--- config.mk ---
export PLATFORM = sky130hd
export DESIGN_NAME = seq_lock_ctrl
export DESIGN_NICKNAME = d
export VERILOG_FILES = /design/src/rtl/seq_lock_pkg.sv /design/src/rtl/lock_code_match.sv /design/src/rtl/lock_state_codec.sv /design/src/rtl/lock_state_reg.sv /design/src/rtl/seq_lock_ctrl.sv
export SDC_FILE = /design/constraint.sdc
export NUM_CORES = 1
export LEC_CHECK = 0
export BUFFER_PORTS_ARGS = -buffer_cell sky130_fd_sc_hd__buf_2
export CORE_AREA = 10 10 47 49
export CTS_BUF_LIST = sky130_fd_sc_hd__clkbuf_8
export CTS_CLUSTER_DIAMETER = 50
export DETAILED_ROUTE_END_ITERATION = 8
export DIE_AREA = 0 0 57 59
export GPL_ROUTABILITY_DRIVEN = 0
export PLACE_DENSITY_LB_ADDON = 0.08
export SLEW_MARGIN = 20
export SYNTH_ARGS = -nofsm -noshare
export SYNTH_HDL_FRONTEND = slang
export SYNTH_SLANG_ARGS = --single-unit
--- constraint.sdc ---
create_clock -name clk_i -period 4.2 [get_ports clk_i]
set_input_delay 0.42 -clock clk_i [delete_from_list [all_inputs] [get_ports clk_i]]
set_output_delay 0.42 -clock clk_i [all_outputs]
set_load 0.02 [all_outputs]
--- src/rtl/seq_lock_pkg.sv ---
package seq_lock_pkg;

  // Logical states. The binary encoding uses these values directly.
  typedef enum logic [2:0] {
    LK_REST  = 3'b000,
    LK_ARMED = 3'b001,
    LK_OPEN  = 3'b010,
    LK_MISS  = 3'b101,
    LK_FAULT = 3'b110
  } lk_state_e;

  localparam int unsigned LK_NUM_STATES = 5;

  // Position of each state in the one-hot vector
  function automatic int unsigned lk_hot_index(lk_state_e s);
    case (s)
      LK_REST:  return 0;
      LK_ARMED: return 1;
      LK_OPEN:  return 2;
      LK_MISS:  return 3;
      default:  return 4;
    endcase
  endfunction

  // Next logical state; reset wins over every other input
  function automatic lk_state_e lk_step(lk_state_e s, logic rst, logic enter,
                                        logic hit_first, logic hit_second);
    lk_state_e n;
    n = s;
    if (rst) begin
      n = LK_REST;
    end else begin
      case (s)
        LK_REST:  if (enter) n = hit_first  ? LK_ARMED : LK_MISS;
        LK_ARMED: if (enter) n = hit_second ? LK_OPEN  : LK_FAULT;
        LK_MISS:  if (enter) n = LK_FAULT;
        LK_OPEN:  n = LK_OPEN;
        LK_FAULT: n = LK_FAULT;
        default:  n = LK_REST;
      endcase
    end
    return n;
  endfunction

endpackage

--- src/rtl/lock_code_match.sv ---
module lock_code_match #(
  parameter int unsigned CODE_W = 2,
  parameter logic [CODE_W-1:0] FIRST_CODE  = 2'b01,
  parameter logic [CODE_W-1:0] SECOND_CODE = 2'b11
) (
  input  logic [CODE_W-1:0] code_i,
  output logic              hit_first_o,
  output logic              hit_second_o
);

  assign hit_first_o  = (code_i == FIRST_CODE);
  assign hit_second_o = (code_i == SECOND_CODE);

endmodule

--- src/rtl/lock_state_codec.sv ---
module lock_state_codec
  import seq_lock_pkg::*;
#(
  parameter bit          ONE_HOT = 1'b0,
  parameter int unsigned ST_W    = 3
) (
  input  logic [ST_W-1:0] raw_i,
  input  lk_state_e       next_i,
  output lk_state_e       cur_o,
  output logic            illegal_o,
  output logic [ST_W-1:0] raw_next_o
);

  generate
    if (ONE_HOT) begin : g_hot
      always_comb begin
        raw_next_o = '0;
        raw_next_o[lk_hot_index(next_i)] = 1'b1;
      end

      always_comb begin
        cur_o     = LK_REST;
        illegal_o = ($countones(raw_i) != 1);
        if (!illegal_o) begin
          if (raw_i[lk_hot_index(LK_ARMED)]) cur_o = LK_ARMED;
          if (raw_i[lk_hot_index(LK_OPEN)])  cur_o = LK_OPEN;
          if (raw_i[lk_hot_index(LK_MISS)])  cur_o = LK_MISS;
          if (raw_i[lk_hot_index(LK_FAULT)]) cur_o = LK_FAULT;
        end
      end
    end else begin : g_bin
      assign raw_next_o = ST_W'(next_i);

      always_comb begin
        illegal_o = 1'b0;
        case (raw_i[2:0])
          3'b000:  cur_o = LK_REST;
          3'b001:  cur_o = LK_ARMED;
          3'b010:  cur_o = LK_OPEN;
          3'b101:  cur_o = LK_MISS;
          3'b110:  cur_o = LK_FAULT;
          default: begin
            cur_o     = LK_REST;
            illegal_o = 1'b1;
          end
        endcase
      end
    end
  endgenerate

endmodule

--- src/rtl/lock_state_reg.sv ---
module lock_state_reg #(
  parameter int unsigned ST_W = 3
) (
  input  logic            clk_i,
  input  logic [ST_W-1:0] d_i,
  output logic [ST_W-1:0] q_o
);

  // The reset value is already folded into d_i by the next-state logic
  always_ff @(posedge clk_i) begin
    q_o <= d_i;
  end

endmodule

--- src/rtl/seq_lock_ctrl.sv ---
module seq_lock_ctrl
  import seq_lock_pkg::*;
#(
  parameter int unsigned       CODE_W      = 2,
  parameter logic [CODE_W-1:0] FIRST_CODE  = 2'b01,
  parameter logic [CODE_W-1:0] SECOND_CODE = 2'b11,
  parameter bit                ONE_HOT     = 1'b0
) (
  input  logic              clk_i,
  input  logic              rst_i,
  input  logic              enter_i,
  input  logic [CODE_W-1:0] code_i,
  output logic              open_o,
  output logic              error_o
);

  localparam int unsigned ST_W = ONE_HOT ? LK_NUM_STATES : 3;

  // Named internal events, also observed by the bound checker
  logic            first_hit;
  logic            second_hit;
  logic            illegal_st;
  logic            in_rest;
  lk_state_e       cur_st;
  lk_state_e       nxt_st;
  logic [ST_W-1:0] st_q;
  logic [ST_W-1:0] st_d;

  lock_code_match #(
    .CODE_W      (CODE_W),
    .FIRST_CODE  (FIRST_CODE),
    .SECOND_CODE (SECOND_CODE)
  ) u_match (
    .code_i       (code_i),
    .hit_first_o  (first_hit),
    .hit_second_o (second_hit)
  );

  lock_state_codec #(
    .ONE_HOT (ONE_HOT),
    .ST_W    (ST_W)
  ) u_codec (
    .raw_i      (st_q),
    .next_i     (nxt_st),
    .cur_o      (cur_st),
    .illegal_o  (illegal_st),
    .raw_next_o (st_d)
  );

  lock_state_reg #(
    .ST_W (ST_W)
  ) u_reg (
    .clk_i (clk_i),
    .d_i   (st_d),
    .q_o   (st_q)
  );

  // An unused encoding goes back to rest regardless of the inputs
  assign nxt_st  = illegal_st ? LK_REST
                              : lk_step(cur_st, rst_i, enter_i, first_hit, second_hit);
  assign in_rest = (cur_st == LK_REST);

  assign open_o  = (cur_st == LK_OPEN)  && !rst_i;
  assign error_o = (cur_st == LK_FAULT) && !rst_i;

endmodule

# After elaboration in Yosys (flattened, before gate mapping)
# Index checks and enable logic that the tools add are counted.
# op_classes
mux	7
bitwise	1
eq_ne	10
reduce_logical	7
# op_table
cell	count
$mux W3	5
$pmux W3 S5	1
$eq A3 B3 Y1 const B	4
$pmux W3 S4	1
$eq A3 B1 Y1 const B	2
$eq A3 B2 Y1 const B	2
$logic_not A3 Y1	2
$reduce_or A5 Y1	1
$eq A2 B1 Y1 const B	1
$eq A2 B2 Y1 const B	1
$logic_and A1 B1 Y1	2
$reduce_or A2 Y1	1
$logic_not A1 Y1	1
$not A1 Y1	1
# word_totals
in_bits	5
out_inout_bits	2
reg_bits	3
word_cells	26

# Depth between registers and ports, before layout
# Gate-level depths: netlist of the first run.
# depth
ltp_word	4
ltp_mapped	6
ltp_nobuf	6

# Cells and area by module
# From an unflattened synthesis of the first run, not the netlist that was laid out.
# hier_totals
hier_cells	29
hier_area_um2	255.2
# modules_own_cells
mod	seq_area_each_um2	cells_per_inst	area_per_inst_um2	instances
seq_lock_ctrl	0.0	15	116.4	1
lock_state_codec	0.0	9	62.6	1
lock_state_reg	60.1	3	60.1	1
lock_code_match	0.0	2	16.3	1

# Worst setup path after synthesis of the first run
# Ideal clock, no wire load.
# synth_path
path_type	register -> output
startpoint	reg u_reg.q_o[1]
endpoint	out error_o
path_slack_ps	2408
t_required_ps	3780
arrival_ps	1372
stages_incl_launch_ff	5
path_buffers	0
path_cell_list	dfxtp_1 and2b_4 inv_1 ha_1 nor3b_1
# synth_between
elab_chain_cells	4
word_cells_on_any_way	7
cone_classes	5 x eq/ne; 1 x mux; 1 x reduce/logical
# synth_rtl
element	line	text
from (decl)	lock_state_reg.sv:6	output logic [ST_W-1:0] q_o
from (signal assigned)	lock_state_reg.sv:11	q_o <= d_i;
$eq A3 B3 Y1, or another cell as far along	lock_state_codec.sv:36	case (raw_i[2:0])
$pmux W3 S4 (*)	lock_state_codec.sv:36	
$eq A3 B3 Y1 (*)	seq_lock_ctrl.sv:64	assign error_o = (cur_st == LK_FAULT) && !rst_i;
$logic_and A1 B1 Y1 (*)	seq_lock_ctrl.sv:64	
to (decl)	seq_lock_ctrl.sv:14	output logic error_o
# Every way passes the cells marked *; elsewhere a longest branch is shown, timed or not.

# Final worst setup path of the first run
# Ends and elaborated chain as after synthesis.

==> impl_results.md, run 1 <==
- Worst Path Required: 3.78 ns
- MaxCap Viol Count: 0
- GRT busiest layer: met2
- Starting DRC count in detailed routing: 1
- DR DRC count: 0
- Cell area after synthesis: 284 um^2
- Avg WL per Cell: roughly 12 um
- Largest cells by area after synthesis: dfxtp_1 21%, ha_1 18%, and2b_4 7.0%, a211oi_1 5.3%, inv_1 5.3%
- Final hold violations: 0
- Max H-tree Level: 1
- Remaining antenna violation count after routing: 0
- Largest regs: u_reg.q_o (3)
- Max Fclk: around 510 MHz
- Clock sink count: 3
- Top cell type by total area after synthesis: dfxtp_1
- Area Overhead vs Synth: 33.5%
- Gr ovfl total: 0
- Hold Buf Count CTS: 0
- Worst skew pair latency: 0.22 ns
- Worst Setup End Kind: output port
- YS warnings: 0
- Top Ports: 7
- Die area: ~3400 um^2
- Number of buffers added for setup after CTS: 0
- First-pass iteration count of the detailed router: 4
- Top cell type's share of synthesized area: a little over a fifth
- Tightest Pin Transition: about 0.25 ns
- Initial antenna violation count: 0
- CTS Buf Count: 3
- Setup_tns: 0 ns
- Master of the slowest instance on the critical path: dfxtp_1
- Status: finished, final reports clean
- Ratio of cells with drive above 1 in the final layout: between 30 and 40%
- Hpwl dp: approximately 560 um
- #FFs+latches synth: 3
- Max FFs per register: 3
- Met1 Use GR: under 10%
- Met3 usage: ~1.1%
- Final count of pins violating max slew: 0
- Crit-path max FO: 5
- CP Data Arrival Time: around 1.5 ns
- Met2 Resource Use GR: roughly 7%
- Power per Cell Area: between 700 and 800 nW/um^2
- Hold Path Class: in -> reg
- Setup CP Type: reg -> out
- Largest net degree at the start of global routing: 6
- Final net count: 52
- Minimum clock period: about 2.0 ns
- Unique cell type count in the Yosys netlist: 19
- Drt total wl: between 700 and 800 um
- Initial Util: between 20 and 25%
- Mapped Nets: 41
- Period utilization: a little under half
- Post-Syn Instances: 32
- CTS clk-pin slew, worst paths: roughly 0.030 ns
- Port bufs: 6
- Commonest cells post-synth: 4 x ha_1, 4 x inv_1, 3 x dfxtp_1
- Crit path largest cell delay: 0.39 ns
- Synth Flop Type: dfxtp_1
- Clock skew: between 0.0015 and 0.002 ns
- Leakage: 0.154 nW
- Ant. Diodes: 0
- Max-slew headroom: between 80% and 90%
- Critical path, cell by cell: and2b_4 -> inv_1 -> ha_1 -> nor3b_1 -> buf_2
- Register area share after synthesis: a little over a fifth
- # rows: 14
- GRT Resource Usage Total: under 10%
- Max clock buf depth: 2
- CTS tree: done
- Worst VDD drop: approximately 0.15 mV
- Delay-heaviest family, CP: simple AND/OR/NAND/NOR gates
- Via count: 276
- Worst hold slack: 0.526 ns
- RSZ-0062 raised after global routing: no
- Die Y: between 50 and 60 um
- Asr flop ratio synth: 0%
- Root Buffer: clkbuf_8
- Largest reg by FF count: u_reg.q_o
- Core box area: ~1400 um^2
- PostCTS Resize Cnt: 0
- Global-route wire length before repair: ~1100 um
- Vias per std cell: approximately 4.8
- Setup Viol. Count Final: 0
- Die width: roughly 57 um
- Number of enable flip-flop cells after synthesis: 0
- CP Launch Type: register
- CP Buf/Inv Count: 2
- Vias in the first global route: 287
- Syn avg cell area: roughly 9 um^2
[final cells by class]
cell class                      count  area (um^2)
Clock buffer                        3         41.3
Fill cell                         159         1020
Sequential cell                     3         60.1
Tap cell                           16         20.0
Inverter                            4         15.0
Timing Repair Buffer                6         30.0
Multi-Input combinational cell     25          209
Clock inverter                      1         3.75
[final timing paths]
kind                                 from                      end  slack [ns]  cells past startpoint
setup reg to reg  u_reg.q_o[1]$_SDFF_PP0_  u_reg.q_o[0]$_SDFF_PP0_        2.56                      6
setup / recovery  u_reg.q_o[1]$_SDFF_PP0_                  error_o        2.25                      5
hold reg to reg   u_reg.q_o[2]$_SDFF_PP0_  u_reg.q_o[2]$_SDFF_PP0_        0.53                      2
hold / removal                    enter_i  u_reg.q_o[2]$_SDFF_PP0_        0.53                      3
[placed cells by master (no fill, tap or decap)]
| cell type | count |
|---|---|
| dfxtp_1 | 3 |
| a21oi_1 | 2 |
| ha_1 | 4 |
| o21ai_2 | 1 |
| xnor2_1 | 1 |
| inv_1 | 5 |
| o221ai_1 | 1 |
| and3b_1 | 1 |
| and2b_4 | 2 |
| nand2b_1 | 2 |
| a21boi_1 | 1 |
| o21ai_0 | 1 |
| nor3b_1 | 2 |
| buf_2 | 6 |
| o221ai_2 | 1 |
| nor4_1 | 1 |
| clkbuf_8 | 3 |
| o22ai_1 | 1 |
| a211oi_1 | 2 |
| o21a_1 | 1 |
| nor2_1 | 1 |
[worst reg2reg max path: stages (launching register included)]
cell,delay (ns)
dfxtp_1,0.34
and2b_4,0.30
inv_1,0.08
ha_1,0.32
o21a_1,0.15
o221ai_2,0.12
a211oi_1,0.24
[through the flow]
| step | total power [mW] | utilization, % | cell area, um^2 | setup WS, ns | instances |
|---|---|---|---|---|---|
| after floorplan | 0.160 | - | 284 | 2.41 | 32 |
| after global placement | 0.193 | 23.8 | 334 | 2.56 | 54 |
| after detailed placement | 0.190 | 23.8 | 334 | 2.49 | 54 |
| after CTS | 0.278 | 27.1 | 379 | 2.24 | 58 |
| after global routing | 0.294 | 27.1 | 379 | 2.11 | 58 |
| final | 0.273 | 27.1 | 379 | 2.25 | 58 |
[per-layer routing]
| metal | up-vias | wire (um) |
|---|---|---|
| met4 | 0 | 24 |
| li1 | 139 | - |
| met2 | 12 | 311 |
| met1 | 123 | 339 |
| met3 | 2 | 44 |
| met5 | - | 0 |
[where the power goes]
part | switching (mW) | total, mW | internal (mW)
Combinational | 0.0710 | 0.134 | 0.0629
Sequential | 0.0146 | 0.0556 | 0.0410
Clock | 0.0212 | 0.0836 | 0.0624
Total | 0.107 | 0.273 | 0.166
[cells by family (layout without fill, tap and decap cells)]
group	after synthesis	in the layout	share of synthesized area (%)
AO/OA/AOI/OAI	11	11	29.5
AND/OR/NAND/NOR	9	9	23.3
adder cells (fa/ha/maj)	4	4	17.6
buffers and inverters	4	14	5.28
flip-flops	3	3	21.1
XOR/XNOR	1	1	3.08
(Power assumes the default switching activity.)
==> run 2, diff against run 1 <==
clock period = 1.8 ns   (was 4.2 ns; I/O delays follow)
==> run 2 against run 1 <==
- clock skew grew 0.0017 ns
- sequential power grew 140%
- count of clock-buffer cells in the layout is the same
- combinational power grew 130%
- register-to-register slack lost 2.4 ns
- largest power group unchanged
==> impl_results.md, run 2 (synthesis results as in run 1) <==
- Status: finished, final reports clean (unchanged)
- Max FFs per register: 3 (unchanged)
- Hold Path Class: in -> reg (unchanged)
- Largest net degree at the start of global routing: 6 (unchanged)
- Total power: 0.642 mW (was 0.273 mW)
- Max Fclk: roughly 610 MHz
- Final count of pins violating max slew: 0 (unchanged)
- Die area: 3360 um^2 (unchanged)
- Max-slew headroom: 85.4% (was 83.4%)
- Clock sink count: 3 (unchanged)
- Leakage: 0.154 nW (about the same)
- Die Y: 59 um (unchanged)
- Initial antenna violation count: 0 (unchanged)
- CTS Buf Count: 3 (unchanged)
- Hold Buf Count CTS: 0 (unchanged)
- Avg WL per Cell: 12.3 um (was 12.4 um)
- Clock skew: 0.00318 ns (was 0.00151 ns)
- Crit path largest cell delay: 0.33 ns (was 0.39 ns)
- Setup CP Type: reg -> out (unchanged)
- Max clock buf depth: 2 (unchanged)
- Post-Place Cell Area: 334 um^2 (unchanged)
- Die width: 57 um (unchanged)
- Drt total wl: 713 um (was 720 um)
- Setup_tns: 0 ns (unchanged)
- Ratio of cells with drive above 1 in the final layout: 33.3% (was 31.0%)
- Final hold violations: 0 (unchanged)
- Ant. Diodes: 0 (unchanged)
- # rows: 14 (unchanged)
- Clock power frac: 30.5% (was 30.6%)
- Area Overhead vs Synth: 33.9% (was 33.5%)
- Int Pwr: 0.391 mW (was 0.166 mW)
- Crit-path max FO: 5 (unchanged)
- CP Launch Type: register (unchanged)
- Most frequent cells in the layout: 6 x buf_2, 5 x inv_1, 4 x ha_1, 3 x clkbuf_8 (was 6 x buf_2, 5 x inv_1, 4 x ha_1, 3 x clkbuf_8, 3 x dfxtp_1)
- Master of the slowest instance on the critical path: dfxtp_2 (was dfxtp_1)
- Setup Viol. Count Final: 0 (unchanged)
- Critical path, cell by cell: and2b_4 -> inv_1 -> ha_1 -> and3b_1 -> buf_2 (was and2b_4 -> inv_1 -> ha_1 -> nor3b_1 -> buf_2)
- Worst VDD drop: 0.373 mV (was 0.150 mV)
- Gr ovfl total: 0 (unchanged)
- Period utilization: 91.4%
- Most common cell after layout, fill and taps aside: buf_2 (unchanged)
- Worst reg-to-reg setup slack: 0.18 ns (was 2.56 ns)
- CP Buf/Inv Count: 2 (unchanged)
- Power per Cell Area: 1690 nW/um^2 (was 720 nW/um^2)
- Tightest Pin Transition: 0.217 ns (was 0.246 ns)
- Root Buffer: clkbuf_8 (unchanged)
- Via count: 277 (was 276)
- Filler cells: 162 (was 159)
- Hpwl dp: 565 um (was 559 um)
- R2r endpoint: u_reg.q_o[0]$_SDFF_PP0_ (unchanged)
- CTS clk-pin slew, worst paths: 0.03 ns (about the same)
- Top Ports: 7 (unchanged)
- Psw: 0.251 mW (was 0.107 mW)
- Combinational Power Share: 48.9% (was 49.0%)
- Largest regs: u_reg.q_o (3) (unchanged)
- Worst Path Required: 1.62 ns (was 3.78 ns)
- Initial Util: 20.3% (unchanged)
- R2R cell count: 6 (unchanged)
- CTS tree: done (unchanged)
- Delay-heaviest family, CP: simple AND/OR/NAND/NOR gates (unchanged)
- Max H-tree Level: 1 (unchanged)
- Global-route wire length before repair: 1150 um (was 1120 um)
- Port bufs: 6 (unchanged)
- Core box area: 1400 um^2 (unchanged)
- Hold endpoint: u_reg.q_o[1]$_SDFF_PP0_ (was u_reg.q_o[2]$_SDFF_PP0_)
- Worst hold slack: 0.282 ns (was 0.526 ns)
- Vias per std cell: 4.78 (was 4.76)
- Largest reg by FF count: u_reg.q_o (unchanged)
- Minimum clock period: 1.65 ns
- First-pass iteration count of the detailed router: 2 (was 4)
- Remaining antenna violation count after routing: 0 (unchanged)
- Final net count: 52 (unchanged)
- Worst flop-to-flop path startpoint: u_reg.q_o[0]$_SDFF_PP0_ (was u_reg.q_o[1]$_SDFF_PP0_)
- RSZ-0062 raised after global routing: no (unchanged)
- Worst skew pair latency: 0.22 ns (about the same)
- Origin of the worst min-delay path: rst_i (was enter_i)
- GRT Resource Usage Total: 4.31% (was 4.36%)
- Worst Setup End Kind: output port (unchanged)
- CP Data Arrival Time: 1.47 ns (was 1.53 ns)
- Final instance area: 380 um^2 (was 379 um^2)
- Vias in the first global route: 266 (was 287)
- DR DRC count: 0 (unchanged)
- MaxCap Viol Count: 0 (unchanged)
- Worst hold path stage count: 4 (was 3)
- Starting DRC count in detailed routing: 6 (was 1)
- Flop pwr share: 20.6% (was 20.3%)
- Switching share of power: 39.0% (was 39.1%)
-- run 2: changes by cell type in the layout (fill, tap and decap cells not counted) --
cell,before,now
dfxtp_1,3,2
dfxtp_2,0,1
-- run 2: worst max path at each step --
stage	start	end	cells after the start
detailed placement	u_reg.q_o[1]$_SDFF_PP0_	u_reg.q_o[0]$_SDFF_PP0_	6
CTS	u_reg.q_o[1]$_SDFF_PP0_	error_o	5
floorplan	u_reg.q_o[1]$_SDFF_PP0_	error_o	4
global placement	u_reg.q_o[1]$_SDFF_PP0_	u_reg.q_o[0]$_SDFF_PP0_	6
global route	u_reg.q_o[1]$_SDFF_PP0_	error_o	5
finish	u_reg.q_o[1]$_SDFF_PP0_	open_o	5
-- run 2: final cells by class --
cell class,instances,area [um^2],share of cell area [%]
multi-input cells,25,209,54.9
well taps,16,20.0,5.26
repair buffers,6,30.0,7.89
inverters,4,15.0,3.95
clock buffers,3,41.3,10.9
clock inverters,1,3.75,0.987
flip-flops and latches,3,61.3,16.1
-- run 2: per-layer routing --
layer | GRT usage (%) | routed length, um | vias up
li1 | - | - | 136
met1 | 4.96 | 353 | 131
met2 | 6.36 | 302 | 8
met3 | 1.07 | 41 | 2
met4 | 4.03 | 15 | 0
met5 | 0 | 0 | -
-- run 2: power by group through the flow --
stage / Sequential, mW / Combinational, mW / Clock [mW]
2_1_floorplan: 0.122 / 0.251 / 0
3_3_place_gp: 0.128 / 0.322 / 0
3_5_place_dp: 0.130 / 0.318 / 0
4_1_cts: 0.130 / 0.318 / 0.198
5_1_grt: 0.140 / 0.347 / 0.206
6_report: 0.132 / 0.314 / 0.196
-- run 2: metrics by stage --
step / utilization (%) / worst slack [ns] / std cells
after global routing: 27.1 / 0.0499 / 58
after detailed placement: 23.8 / 0.177 / 54
final: 27.1 / 0.154 / 58
after floorplan: - / 0.248 / 32
after CTS: 27.1 / 0.101 / 58
after global placement: 23.8 / 0.134 / 54
-- run 2: tightest hold or removal path, delay by kind of cell --
kind | cells | cell delay, ns
buffers and inverters | 1 | 0.09
AOI/OAI and AO/OA | 3 | 0.18
-- run 2: repair_timing --
action	4_1_cts	5_1_grt
resized for setup	0	1
setup endpoints to repair	0	1
buffers inserted	0	0
